<file path="config.mk">
export PLATFORM = sky130hd
export DESIGN_NAME = bridge32to64
export DESIGN_NICKNAME = d
export VERILOG_FILES = /design/src/rtl/br64_pkg.sv /design/src/rtl/br64_decode.sv /design/src/rtl/br64_xfer.sv /design/src/rtl/br64_regs.sv /design/src/rtl/bridge32to64.sv
export SDC_FILE = /design/constraint.sdc
export NUM_CORES = 1
export LEC_CHECK = 0
export BUFFER_PORTS_ARGS = -buffer_cell sky130_fd_sc_hd__buf_2
export CAP_MARGIN = 15
export CORE_UTILIZATION = 52
export DETAILED_ROUTE_END_ITERATION = 7
export GPL_TIMING_DRIVEN = 0
export PLACE_DENSITY = 0.82
export SYNTH_ARGS = -nofsm -noshare
export SYNTH_HDL_FRONTEND = slang
export SYNTH_SLANG_ARGS = --single-unit
</file>
<file path="constraint.sdc">
create_clock -name clk -period 2.4 [get_ports clk]
set_input_delay 0.12 -clock clk [delete_from_list [all_inputs] [get_ports clk]]
set_output_delay 0.12 -clock clk [all_outputs]
set_load 0.05 [all_outputs]
</file>
<file path="src/rtl/br64_pkg.sv">
`timescale 1ns/1ps
// Shared constants and types of the 32-to-64 bridge.
// Assumes byte offsets fit in six bits; wider outer addresses are zero-extended.
package br64_pkg;
    localparam logic [5:0] OFS_HI  = 6'h00;
    localparam logic [5:0] OFS_LO  = 6'h04;
    localparam logic [5:0] OFS_CMD = 6'h08;
    localparam logic [5:0] OFS_RST = 6'h18;
    localparam logic [5:0] OFS_STS = 6'h1C;
    localparam logic [5:0] OFS_IRQ = 6'h20;

    localparam int STS_BUSY  = 0;
    localparam int STS_TMO   = 1;
    localparam int STS_CLASH = 2;
    localparam int STS_RANGE = 3;
    localparam int STS_ANY   = 31;

    typedef enum logic [2:0] {
        SEL_NONE, SEL_HI, SEL_LO, SEL_CMD, SEL_RST, SEL_STS, SEL_IRQ
    } regsel_e;

    typedef struct packed {
        logic hi;
        logic lo;
        logic cmd;
        logic rst;
        logic irq;
    } wstrobe_t;
endpackage

</file>
<file path="src/rtl/br64_decode.sv">
`timescale 1ns/1ps
// Outer address decode: turns the byte offset into a register select for
// reads and one write strobe per writable register.
// Assumes a single-cycle access: bus_sel is high for one cycle per access.
module br64_decode
    import br64_pkg::*;
#(
    parameter int OUT_AW = 6
) (
    input  logic              bus_sel,
    input  logic              bus_wr,
    input  logic [OUT_AW-1:0] bus_addr,
    output regsel_e           rsel,
    output wstrobe_t          wstb
);
    localparam int NREG = 6;
    localparam logic [NREG*6-1:0] OFS_LIST =
        {OFS_IRQ, OFS_STS, OFS_RST, OFS_CMD, OFS_LO, OFS_HI};

    logic [NREG-1:0] hit;

    // one comparator per mapped offset
    for (genvar g = 0; g < NREG; g++) begin : g_cmp
        assign hit[g] = (bus_addr == OUT_AW'(OFS_LIST[g*6 +: 6]));
    end

    // read select from the comparator hits
    always_comb begin
        rsel = SEL_NONE;
        if      (hit[0]) rsel = SEL_HI;
        else if (hit[1]) rsel = SEL_LO;
        else if (hit[2]) rsel = SEL_CMD;
        else if (hit[3]) rsel = SEL_RST;
        else if (hit[4]) rsel = SEL_STS;
        else if (hit[5]) rsel = SEL_IRQ;
    end

    // write strobes qualified by a write access
    always_comb begin
        wstb.hi  = bus_sel && bus_wr && hit[0];
        wstb.lo  = bus_sel && bus_wr && hit[1];
        wstb.cmd = bus_sel && bus_wr && hit[2];
        wstb.rst = bus_sel && bus_wr && hit[3];
        wstb.irq = bus_sel && bus_wr && hit[5];
    end
endmodule

</file>
<file path="src/rtl/br64_xfer.sv">
`timescale 1ns/1ps
// Inner access engine: holds one request on the inner bus until it is
// acknowledged, times out, or is aborted.
// Assumes launch is only raised while in_req is low; the acknowledge is
// only sampled while in_req is high.
module br64_xfer #(
    parameter int IN_AW   = 31,
    parameter int WIDE_W  = 64,
    parameter int TIMEOUT = 16
) (
    input  logic              clk,
    input  logic              rst_n,
    input  logic              launch,
    input  logic              launch_we,
    input  logic [IN_AW-1:0]  launch_addr,
    input  logic [WIDE_W-1:0] launch_wdata,
    input  logic              abort,
    output logic              in_req,
    output logic              in_we,
    output logic [IN_AW-1:0]  in_addr,
    output logic [WIDE_W-1:0] in_wdata,
    input  logic              in_ack,
    output logic              rd_done,
    output logic              tmo_hit
);
    localparam int CW = (TIMEOUT > 1) ? $clog2(TIMEOUT) : 1;
    localparam logic [CW-1:0] LAST = CW'(TIMEOUT - 1);

    logic [CW-1:0] wait_cnt;
    logic          at_limit;

    assign at_limit = (wait_cnt == LAST);
    // completion and timeout events for the register side
    assign rd_done  = in_req && in_ack && !in_we && !abort;
    assign tmo_hit  = in_req && !in_ack && at_limit && !abort;

    // request, attributes and wait counter
    always_ff @(posedge clk) begin
        if (!rst_n) begin
            in_req   <= 1'b0;
            in_we    <= 1'b0;
            in_addr  <= '0;
            in_wdata <= '0;
            wait_cnt <= '0;
        end else if (abort) begin
            in_req   <= 1'b0;
            wait_cnt <= '0;
        end else if (!in_req) begin
            if (launch) begin
                in_req   <= 1'b1;
                in_we    <= launch_we;
                in_addr  <= launch_addr;
                in_wdata <= launch_wdata;
                wait_cnt <= '0;
            end
        end else if (in_ack || at_limit) begin
            in_req   <= 1'b0;
            wait_cnt <= '0;
        end else begin
            wait_cnt <= wait_cnt + 1'b1;
        end
    end
endmodule

</file>
<file path="src/rtl/br64_regs.sv">
`timescale 1ns/1ps
// Register side of the bridge: data staging, command check and launch,
// sticky error bits and interrupt enable.
// Assumes rd_done and tmo_hit are single-cycle events from the engine.
module br64_regs
    import br64_pkg::*;
#(
    parameter int          DW    = 32,
    parameter int unsigned BASE  = 32'h0007_0000,
    localparam int         IN_AW = DW - 1
) (
    input  logic              clk,
    input  logic              rst_n,
    input  wstrobe_t          wstb,
    input  logic [DW-1:0]     wdata,
    input  logic              busy,
    input  logic              rd_done,
    input  logic [2*DW-1:0]   rd_data,
    input  logic              tmo_hit,
    output logic [DW-1:0]     data_hi,
    output logic [DW-1:0]     data_lo,
    output logic              launch,
    output logic              launch_we,
    output logic [IN_AW-1:0]  launch_addr,
    output logic              err_tmo,
    output logic              err_clash,
    output logic              err_range,
    output logic              irq_en
);
    logic [IN_AW:0] addr_sum;
    logic           overflow;

    // inner address with base; the top bit flags an overflow
    assign addr_sum    = {1'b0, wdata[IN_AW-1:0]} + (IN_AW+1)'(BASE);
    assign overflow    = addr_sum[IN_AW];
    assign launch_addr = addr_sum[IN_AW-1:0];
    assign launch_we   = wdata[DW-1];
    assign launch      = wstb.cmd && !busy && !overflow;

    // data staging; a read completion takes priority over host writes
    always_ff @(posedge clk) begin
        if (!rst_n) begin
            data_hi <= '0;
            data_lo <= '0;
        end else if (rd_done) begin
            data_hi <= rd_data[2*DW-1:DW];
            data_lo <= rd_data[DW-1:0];
        end else begin
            if (wstb.hi) data_hi <= wdata;
            if (wstb.lo) data_lo <= wdata;
        end
    end

    // sticky error capture, cleared by the reset register
    always_ff @(posedge clk) begin
        if (!rst_n) begin
            err_tmo   <= 1'b0;
            err_clash <= 1'b0;
            err_range <= 1'b0;
        end else if (wstb.rst) begin
            err_tmo   <= 1'b0;
            err_clash <= 1'b0;
            err_range <= 1'b0;
        end else begin
            if (tmo_hit)                          err_tmo   <= 1'b1;
            if (wstb.cmd && busy)                 err_clash <= 1'b1;
            if (wstb.cmd && !busy && overflow)    err_range <= 1'b1;
        end
    end

    // interrupt enable register
    always_ff @(posedge clk) begin
        if (!rst_n)        irq_en <= 1'b0;
        else if (wstb.irq) irq_en <= wdata[0];
    end
endmodule

</file>
<file path="src/rtl/bridge32to64.sv">
`timescale 1ns/1ps
// 32-bit to 64-bit register bridge top: outer decode, register side,
// inner engine and the read-back multiplexer.
// Assumes one outer access per cycle and a combinational read path.
module bridge32to64
    import br64_pkg::*;
#(
    parameter int          OUT_AW  = 6,
    parameter int unsigned BASE    = 32'h0007_0000,
    parameter int          TIMEOUT = 16,
    localparam int         DW      = 32,
    localparam int         IN_AW   = DW - 1
) (
    input  logic              clk,
    input  logic              rst_n,
    input  logic              bus_sel,
    input  logic              bus_wr,
    input  logic [OUT_AW-1:0] bus_addr,
    input  logic [DW-1:0]     bus_wdata,
    output logic [DW-1:0]     bus_rdata,
    output logic              in_req,
    output logic              in_we,
    output logic [IN_AW-1:0]  in_addr,
    output logic [2*DW-1:0]   in_wdata,
    input  logic              in_ack,
    input  logic [2*DW-1:0]   in_rdata,
    output logic              irq
);
    regsel_e          rsel;
    wstrobe_t         wstb;
    logic [DW-1:0]    data_hi, data_lo, sts_word;
    logic             launch, launch_we, rd_done, tmo_hit;
    logic [IN_AW-1:0] launch_addr;
    logic             err_tmo, err_clash, err_range, irq_en, err_any;

    br64_decode #(.OUT_AW(OUT_AW)) u_dec (
        .bus_sel (bus_sel),
        .bus_wr  (bus_wr),
        .bus_addr(bus_addr),
        .rsel    (rsel),
        .wstb    (wstb)
    );

    br64_regs #(.DW(DW), .BASE(BASE)) u_regs (
        .clk        (clk),
        .rst_n      (rst_n),
        .wstb       (wstb),
        .wdata      (bus_wdata),
        .busy       (in_req),
        .rd_done    (rd_done),
        .rd_data    (in_rdata),
        .tmo_hit    (tmo_hit),
        .data_hi    (data_hi),
        .data_lo    (data_lo),
        .launch     (launch),
        .launch_we  (launch_we),
        .launch_addr(launch_addr),
        .err_tmo    (err_tmo),
        .err_clash  (err_clash),
        .err_range  (err_range),
        .irq_en     (irq_en)
    );

    br64_xfer #(.IN_AW(IN_AW), .WIDE_W(2*DW), .TIMEOUT(TIMEOUT)) u_xfer (
        .clk         (clk),
        .rst_n       (rst_n),
        .launch      (launch),
        .launch_we   (launch_we),
        .launch_addr (launch_addr),
        .launch_wdata({data_hi, data_lo}),
        .abort       (wstb.rst),
        .in_req      (in_req),
        .in_we       (in_we),
        .in_addr     (in_addr),
        .in_wdata    (in_wdata),
        .in_ack      (in_ack),
        .rd_done     (rd_done),
        .tmo_hit     (tmo_hit)
    );

    assign err_any = err_tmo || err_clash || err_range;
    assign irq     = irq_en && err_any;

    // status word assembly
    always_comb begin
        sts_word            = '0;
        sts_word[STS_BUSY]  = in_req;
        sts_word[STS_TMO]   = err_tmo;
        sts_word[STS_CLASH] = err_clash;
        sts_word[STS_RANGE] = err_range;
        sts_word[STS_ANY]   = err_any;
    end

    // read-back multiplexer
    always_comb begin
        case (rsel)
            SEL_HI:  bus_rdata = data_hi;
            SEL_LO:  bus_rdata = data_lo;
            SEL_STS: bus_rdata = sts_word;
            SEL_IRQ: bus_rdata = {{(DW-1){1'b0}}, irq_en};
            default: bus_rdata = '0;
        endcase
    end
endmodule

</file>
==> metrics.md, run 1 <==
| Metric | Value |
|---|---|
| Status | `finished with violations` |
| Failing checks | `negative hold slack` |
| Vias per Instance | `~6.2` |
| Final instance count without filler cells | `1482` |
| Crit path capture type | `output pin` |
| Reg-to-reg endpoint | `u_regs.data_hi[15]` |
| Die height | `124 µm` |
| Worst path slowest cell | `or4_4` |
| Die X-Extent | `124 µm` |
| Tightest slew margin relative to the limit | `18.5%` |
| Number of placed instances with taps included | `~1400` |
| Minimum setup slack among reg-to-reg paths | `roughly 120 ps` |
| Depth of the CTS H-tree | `4` |
| Cell area after technology mapping | `0.00779 mm²` |
| Synth Register Bits | `169` |
| Top-area cell type share of the netlist area | `43.4%` |
| Detailed Route WL | `between 20 and 30 mm` |
| Final GP Congestion | `0.980` |
| Total count of max-transition violations in the final report | `0` |
| Core Area | `0.0146 mm²` |
| Antenna violations before repair | `0` |
| Count of fill cells added during filler insertion | `1221` |
| Iteration-0 DRC count of the detailed router | `1293` |
| Routed via count | `9195` |
| Max-cap check violation count | `0` |
| DRC violations left | `0` |
| Commonest non-fill, non-tap cell in the layout | `buf_2` |
| Clock Pin Slew Worst Setup and Hold Paths | `about 70 ps` |
| Setup fix buffers added after clock tree synthesis | `0` |
| Antenna diodes | `0` |
| Count of cell types in the netlist | `52` |
| Average footprint of a synthesized cell | `7.71 µm²` |
| Most instantiated flip-flop cell in the synthesis netlist | `dfxtp_1` |
| Count of nets after finishing | `roughly 1400` |
| Transition time at the pin with the least slew margin | `1210 ps` |
| Total of warnings raised by yosys | `0` |
| Number of I/O pins | `~240` |
| Kind of critical path | `in -> out` |
| Clock tree root buffer cell | `clkbuf_16` |
| Final worst hold slack | `-1.19 ps` |
| Part of the Yosys area used for sequential elements | `43.4%` |
| Total power divided by cell area | `roughly 580 mW/mm²` |
| Largest area contributor in the synthesized netlist | `dfxtp_1` |
| Insertion delay to the later sink of the worst-skew pair | `approximately 440 ps` |
| Min-delay worst type | `in -> reg` |
| Vias in the first global route | `8248` |
| Number of port buffers | `between 200 and 250` |
| IR Drop Worst-Case VDD | `between 0.5 and 0.6 mV` |
| CTS tree | `yes` |
| Worst EP arrival | `2240 ps` |
| Critical-path cell list | `clkbuf_4 -> o21ai_0 -> o21ai_0 -> or4_4 -> ha_1 -> buf_4 -> nor2b_4 -> nor2b_4 -> a22o_2 -> buf_6` |
| Final number of setup-violating endpoints | `0` |
| R2R cell count | `6` |
| Area of the die | `0.0155 mm²` |
| Cells after Synth | `1010` |
| Start point of the worst hold path | `in_rdata[40]` |
| Overall fraction of global-route tracks in use | `37.7%` |
| Post-route total power | `5940 µW` |
| Number of clock sinks | `169` |
| TritonCTS Buffers | `17` |
| Cell depth of the worst min-delay path | `3` |
| Leading post-synthesis cells by cell area | `dfxtp_1, nand3_1, a21oi_1` |
| Min Clock Period, post-route | `2360 ps` |
| Number of flops mapped to enable cells by yosys | `0` |
| Remaining global-route overflow | `0` |
| Final Hold Fails | `1` |
| Antenna-violating nets left | `0` |
| Hold Path End | `u_regs.data_hi[8]` |
| Worst EP required | `2280 ps` |
| Starting Density | `53.4%` |
| Half-perimeter wire length after detailed placement | `22.0 mm` |
| Fraction of final layout cells with drive strength greater than 1 | `26.0%` |
| Number of placement rows | `44` |
| Final clock period utilization by the worst path | `98.5%` |
| Wire length of the first global-routing pass | `45.5 mm` |
| FF-to-FF Start | `u_xfer.in_req` |
| F_max | `423 MHz` |
| Leakage Power | `about 0.0038 µW` |
| Count of TritonRoute iterations in the first routing pass | `6` |
| Routed len/inst | `20.1 µm` |
| Proportion of register bits with asynchronous set or reset after synthesis | `0%` |
| Most frequent cells in the layout | `buf_2, dfxtp_1, nand3_1, nand2_1, o21ai_0` |
| Maximum net fanout on the critical path | `10` |
| Layout Area Growth over Synthesis | `31.1%` |
| Buffers from clock root to sink, at most | `2` |
| Category of the worst setup path launch point | `input port` |
| Pin count of the biggest net entering global routing | `17` |
| Largest stage delay, worst path | `430 ps` |
| Skew final | `10.4 ps` |
| Synthesized Nets | `1121` |
| Unrepaired setup endpoints after global routing | `true` |
power breakdown:
group	internal [µW]	switching (µW)
registers	2810	6.21
clock network	1530	1200
logic	150	244
total	4490	1450
layout make-up:
cell class,instances,area [µm²],share of cell area (%)
multi-input combinational,730,3990,39.0
sequential,169,3380,33.1
timing repair buffer,259,1500,14.7
inverter,6,22.5,0.221
buffer,103,514,5.04
clock inverter,14,149,1.46
tap,184,230,2.26
clock buffer,17,425,4.17
flip-flops by register name, indices dropped and copies added (netlist names), 4 cells and up:
| name | cells |
|---|---|
| u_xfer.in_wdata | 64 |
| u_regs.data_hi | 32 |
| u_regs.data_lo | 32 |
| u_xfer.in_addr | 31 |
| u_xfer.wait_cnt | 4 |
Yosys cell counts (6+ instances only):
library cell / n
a31oi_1: 64
clkbuf_1: 74
a22o_1: 7
o21ai_0: 123
xor2_1: 6
buf_1: 6
dfxtp_1: 169
o21ai_1: 29
nor2_1: 8
nand3_1: 145
buf_6: 11
a211oi_1: 11
a21oi_1: 131
nand2_1: 138
buf_2: 9
metal layers:
metal	global-route usage [%]	wire, µm	up-vias
met1	51.6	11700	4190
li1	-	-	4198
met3	7.30	3730	116
met4	13.9	1030	0
met5	0	0	-
met2	58.8	13300	691
per-stage QoR:
step                      utilization, %  worst slack, ps  TNS, ps  cell area (µm²)
after floorplan                        -            -26.9    -26.9             7870
after global placement              63.5             -402    -7100             9260
after detailed placement            63.5             -481    -8050             9260
after CTS                           69.6             23.4        0            10200
after global routing                70.0            -33.4    -76.2            10200
final                               70.0             36.7        0            10200
critical path: cells and delay by family:
kind / cells / cell delay [ps]
fa+ha+maj: 1 / 320
compound gates: 3 / 440
simple gates: 3 / 840
buf+inv: 3 / 510
timing repair:
item | 4_1_cts | 5_1_grt
endpoints found under the setup margin | 25 | 26
hold buffers | 27 | 0
endpoints found under the hold margin | 47 | 0
resized for setup | 20 | 26
worst max path at each step:
stage | startpoint | end | slack (ps) | cells past startpoint
after floorplan | bus_addr[3] | bus_rdata[31] | -30 | 9
after global placement | bus_addr[3] | bus_rdata[2] | -400 | 10
after detailed placement | bus_addr[3] | bus_rdata[2] | -480 | 10
after CTS | bus_addr[3] | bus_rdata[31] | 20 | 10
after global routing | bus_addr[5] | bus_rdata[1] | -30 | 10
final | bus_addr[3] | bus_rdata[1] | 40 | 10
cells by family (layout without fill, tap and decap cells):
| family | after synthesis | count (layout) | synth area share, % |
|---|---|---|---|
| AND/OR/NAND/NOR | 331 | 331 | 20.5 |
| adder cells (fa/ha/maj) | 4 | 4 | 0.643 |
| multiplexers | 2 | 2 | 0.289 |
| buffers and inverters | 111 | 399 | 6.80 |
| XOR/XNOR | 11 | 11 | 1.24 |
| AO/OA/AOI/OAI | 382 | 382 | 27.0 |
| flip-flops | 169 | 169 | 43.4 |
(Power assumes the default switching activity.)
==> run 2: changes to the inputs <==
ABC_AREA = 1   (was unset)
CORE_UTILIZATION = 54   (was 52)
CTS_BUF_LIST = sky130_fd_sc_hd__clkbuf_8   (was unset)
PLACE_DENSITY = 0.84   (was 0.82)
clock period = 2.5 ns   (was 2.4 ns; I/O delays follow)
==> run 2 against run 1 <==
The flow now finishes without violations. Flip-flop and latch count is the same. Design area up 4.9%. Worst hold slack gained 22 ps. Power down 8.8%. Sequential share of layout area is 1.6 points lower. Die area is 0.95% lower. Critical path depth is 4 higher. First-iteration DRC count decreased by 9.7%.
==> metrics.md, run 2 <==
| Metric | Value |
|---|---|
| Critical-path cell list | `buf_2 -> inv_2 -> nor2_1 -> nand3_4 -> inv_1 -> nor3_2 -> ha_2 -> inv_1 -> nor2_1 -> buf_4 -> buf_4 -> nand2_1 -> a21oi_2 -> buf_4` |
| Antenna diodes | `0 (unchanged)` |
| Iteration-0 DRC count of the detailed router | `1168 (-9.7%)` |
| Most used standard cell by instance count after synthesis | `nand2_1` |
| IR Drop Worst-Case VDD | `0.433 mV (-26%)` |
| Average footprint of a synthesized cell | `6.60 µm² (-14%)` |
| Count of cell types in the netlist | `28 (-46%)` |
| Category of the worst setup path launch point | `input port` |
| Core Area | `0.0145 mm² (-0.75%)` |
| Count of TritonRoute iterations in the first routing pass | `8 (+2)` |
| Die X-Extent | `124 µm (-0.47%)` |
| Proportion of register bits with asynchronous set or reset after synthesis | `0% (unchanged)` |
| Synth Register Bits | `169 (unchanged)` |
| Leakage Power | `0.00527 µW (+39%)` |
| Wire length of the first global-routing pass | `43.2 mm (-5.2%)` |
| Crit path capture type | `output pin` |
| Top Family by Delay on Critical Path | `buffers and inverters` |
| Total area of multi-input combinational cells | `0.00393 mm² (-1.4%)` |
| Synthesized Nets | `1325 (+18%)` |
| Instance area at placement | `0.00945 mm² (+2.1%)` |
| Post-route total power | `5420 µW (-8.8%)` |
| Routed len/inst | `16.7 µm (-17%)` |
| Cell area after layout | `0.0107 mm² (+4.9%)` |
| Number of placement rows | `44 (unchanged)` |
| Min-delay worst type | `in -> reg` |
| Internal cell power | `4030 µW (-10%)` |
| Starting Density | `55.3% (+1.9 points)` |
| Antenna violations before repair | `0 (unchanged)` |
| F_max | `413 MHz` |
| TritonCTS Buffers | `17 (unchanged)` |
| Final GP Congestion | `0.968 (-1.2%)` |
| Commonest non-fill, non-tap cell in the layout | `nand2_1` |
| Maximum net fanout on the critical path | `10 (unchanged)` |
| Depth of the CTS H-tree | `4 (unchanged)` |
| DRC violations left | `0 (unchanged)` |
| Pin count of the biggest net entering global routing | `17 (unchanged)` |
| Top-area cell type share of the netlist area | `42.2% (-1.2 points)` |
| Skew final | `15.5 ps (+5.05 ps)` |
| Number of flops mapped to enable cells by yosys | `0 (unchanged)` |
| Leading post-synthesis cells by cell area | `dfxtp_1, nand2_1, nor2_1` |
| Worst EP arrival | `2290 ps (+50 ps)` |
| Share of power burned in registers | `50.0% (+2.6 points)` |
| Largest stage delay, worst path | `270 ps (-160 ps)` |
| Total count of max-transition violations in the final report | `0 (unchanged)` |
| Area taken by flip-flops and latches | `0.00338 mm² (unchanged)` |
| Status | `completed` |
| Worst path bufs/invs | `7 (+4)` |
| Share of power burned in the clock network | `40.6% (-5.3 points)` |
| Most numerous cell on the critical path | `buf_4` |
| Total power divided by cell area | `506 mW/mm² (-13%)` |
| Total of warnings raised by yosys | `0 (unchanged)` |
| Cells after Synth | `1214 (+20%)` |
| Die height | `124 µm (-0.47%)` |
| Overall fraction of global-route tracks in use | `37.7% (about the same)` |
| Transition time at the pin with the least slew margin | `860 ps (-353 ps)` |
| CTS tree | `yes` |
| Relative contribution of combinational cells to total power | `9.4% (+2.8 points)` |
| Area of the die | `0.0153 mm² (-0.95%)` |
| Worst path slowest cell | `ha_2` |
| Vias per Instance | `5.47 (-12%)` |
| Most frequent cells in the layout | `nand2_1, nor2_1, buf_2, dfxtp_1, o21ai_0` |
| Count of nets after finishing | `1654 (+18%)` |
| Most instantiated flip-flop cell in the synthesis netlist | `dfxtp_1` |
| Clock Pin Slew Worst Setup and Hold Paths | `90 ps (+20 ps)` |
| Tightest slew margin relative to the limit | `42.7% (+24 points)` |
| Routed via count | `9526 (+3.6%)` |
| Buffers from clock root to sink, at most | `2 (unchanged)` |
| Fraction of final layout cells with drive strength greater than 1 | `22.6% (-3.4 points)` |
| Clock tree root buffer cell | `clkbuf_8` |
| Kind of critical path | `in -> out` |
| Cell area after technology mapping | `0.00801 mm² (+2.8%)` |
| Top cell types by occurrence after synthesis | `nand2_1, nor2_1, dfxtp_1` |
| Final number of setup-violating endpoints | `0 (unchanged)` |
| Total Neg Setup Slack | `0 ps (unchanged)` |
| Number of port buffers | `235 (+1.3%)` |
| Remaining global-route overflow | `0 (unchanged)` |
| Final Hold Fails | `0 (-1)` |
| Largest area contributor in the synthesized netlist | `dfxtp_1` |
| Insertion delay to the later sink of the worst-skew pair | `480 ps (+40 ps)` |
| Final cell utilization of the core | `74.0% (+4.0 points)` |
| Detailed Route WL | `29.1 mm (-2.0%)` |
| Most flops, register | `u_xfer.in_wdata` |
| Worst EP required | `2380 ps (+100 ps)` |
| Flip-flop count of the largest register, all copies and words added | `64 (unchanged)` |
| Net switching power | `1380 µW (-4.5%)` |
| Part of the Yosys area used for sequential elements | `42.2% (-1.2 points)` |
| Regs by FF count | `u_xfer.in_wdata (64), u_regs.data_hi (32), u_regs.data_lo (32)` |
| Vias in the first global route | `8541 (+3.6%)` |
| Min Clock Period, post-route | `between 2000 and 2500 ps` |
| Count of fill cells added during filler insertion | `1121 (-8.2%)` |
| Half-perimeter wire length after detailed placement | `20.9 mm (-5.2%)` |
| Final clock period utilization by the worst path | `96.8%` |
| Max-cap check violation count | `0 (unchanged)` |
| Number of clock sinks | `169 (unchanged)` |
| Layout Area Growth over Synthesis | `33.7%` |
| Fraction of power spent switching nets | `25.5% (+1.1 points)` |
| Antenna-violating nets left | `0 (unchanged)` |
| Number of I/O pins | `237 (unchanged)` |
==> run 2: cell count changes in the layout (fill, tap and decap cells not counted), sizes merged, moves of 31 or more <==
cell,previous run,this run
buf,249,280
inv,8,84
dlygate4sd3,27,73
nor2,9,284
a21oi,131,38
nand2,138,290
a31oi,64,0
clkbuf,103,52
==> run 2: repair_timing <==
| item | 4_1_cts | 5_1_grt |
|---|---|---|
| hold buffers | 73 | 0 |
| hold endpoints to repair | 74 | 0 |
| endpoints found under the setup margin | 29 | 24 |
| resized for setup | 11 | 12 |
| setup buffers | 0 | 3 |
| pin swaps | 1 | 1 |
==> run 2: cell families after synthesis <==
family	share of synthesized area, %
AOI/OAI and AO/OA	10.2
xor gates and xnor gates	0.875
adders and majority gates	0.625
buffers and inverters	9.61
DFF	42.2
and+or+nand+nor	36.4
==> run 2: final timing paths <==
path,slack (ps),depth (start not counted),endpoint,start
worst min register to register,480,2,u_xfer.in_wdata[42],u_xfer.in_wdata[42]
worst max register to register,720,9,u_regs.data_hi[25],u_xfer.in_req
worst min-delay path,20,5,u_regs.data_lo[6],in_rdata[6]
worst max-delay path,80,14,bus_rdata[18],bus_addr[5]
==> run 2: per-layer routing <==
metal	track usage [%]	part of all wire, %	vias up
met2	59.4	45	689
met3	9.25	13	151
li1	-	-	4510
met5	0	0	-
met1	47.4	37	4176
met4	20.0	4.9	0
==> run 2: worst reg2reg max path: stages (launching register included) <==
cell and delay (ps):
dfxtp_1 480, nand2_1 90, nor2_1 110, nand2_2 180, inv_2 260, buf_2 300, nand2_1 80, nand2_1 110
nor2_1 50, nor2_1 70
==> run 2: area by class of cell <==
class / instances / area share (%)
tap: 184 / 2.15
buffer: 76 / 4.36
sequential: 169 / 31.6
inverter: 80 / 2.84
clock buffer: 18 / 2.31
timing repair buffer: 311 / 18.2
clock inverter: 14 / 1.82
multi-input combinational: 888 / 36.7
==> run 2: through the flow <==
stage / setup WS [ps] / std cells / hold WS, ps
after floorplan: 53.5 / 1214 / 287
after global placement: -267 / 1633 / 418
after detailed placement: -349 / 1633 / 429
after CTS: 3.25 / 1737 / 0.914
after global routing: -18.8 / 1740 / 25.3
final: 81.2 / 1740 / 20.7
==> run 2: power groups by stage <==
stage | clock network (µW) | registers (µW) | logic (µW)
2_1_floorplan | 0 | 2790 | 172
3_3_place_gp | 0 | 2770 | 384
3_5_place_dp | 0 | 2770 | 387
4_1_cts | 2190 | 2710 | 479
5_1_grt | 2310 | 2710 | 543
6_report | 2200 | 2710 | 511
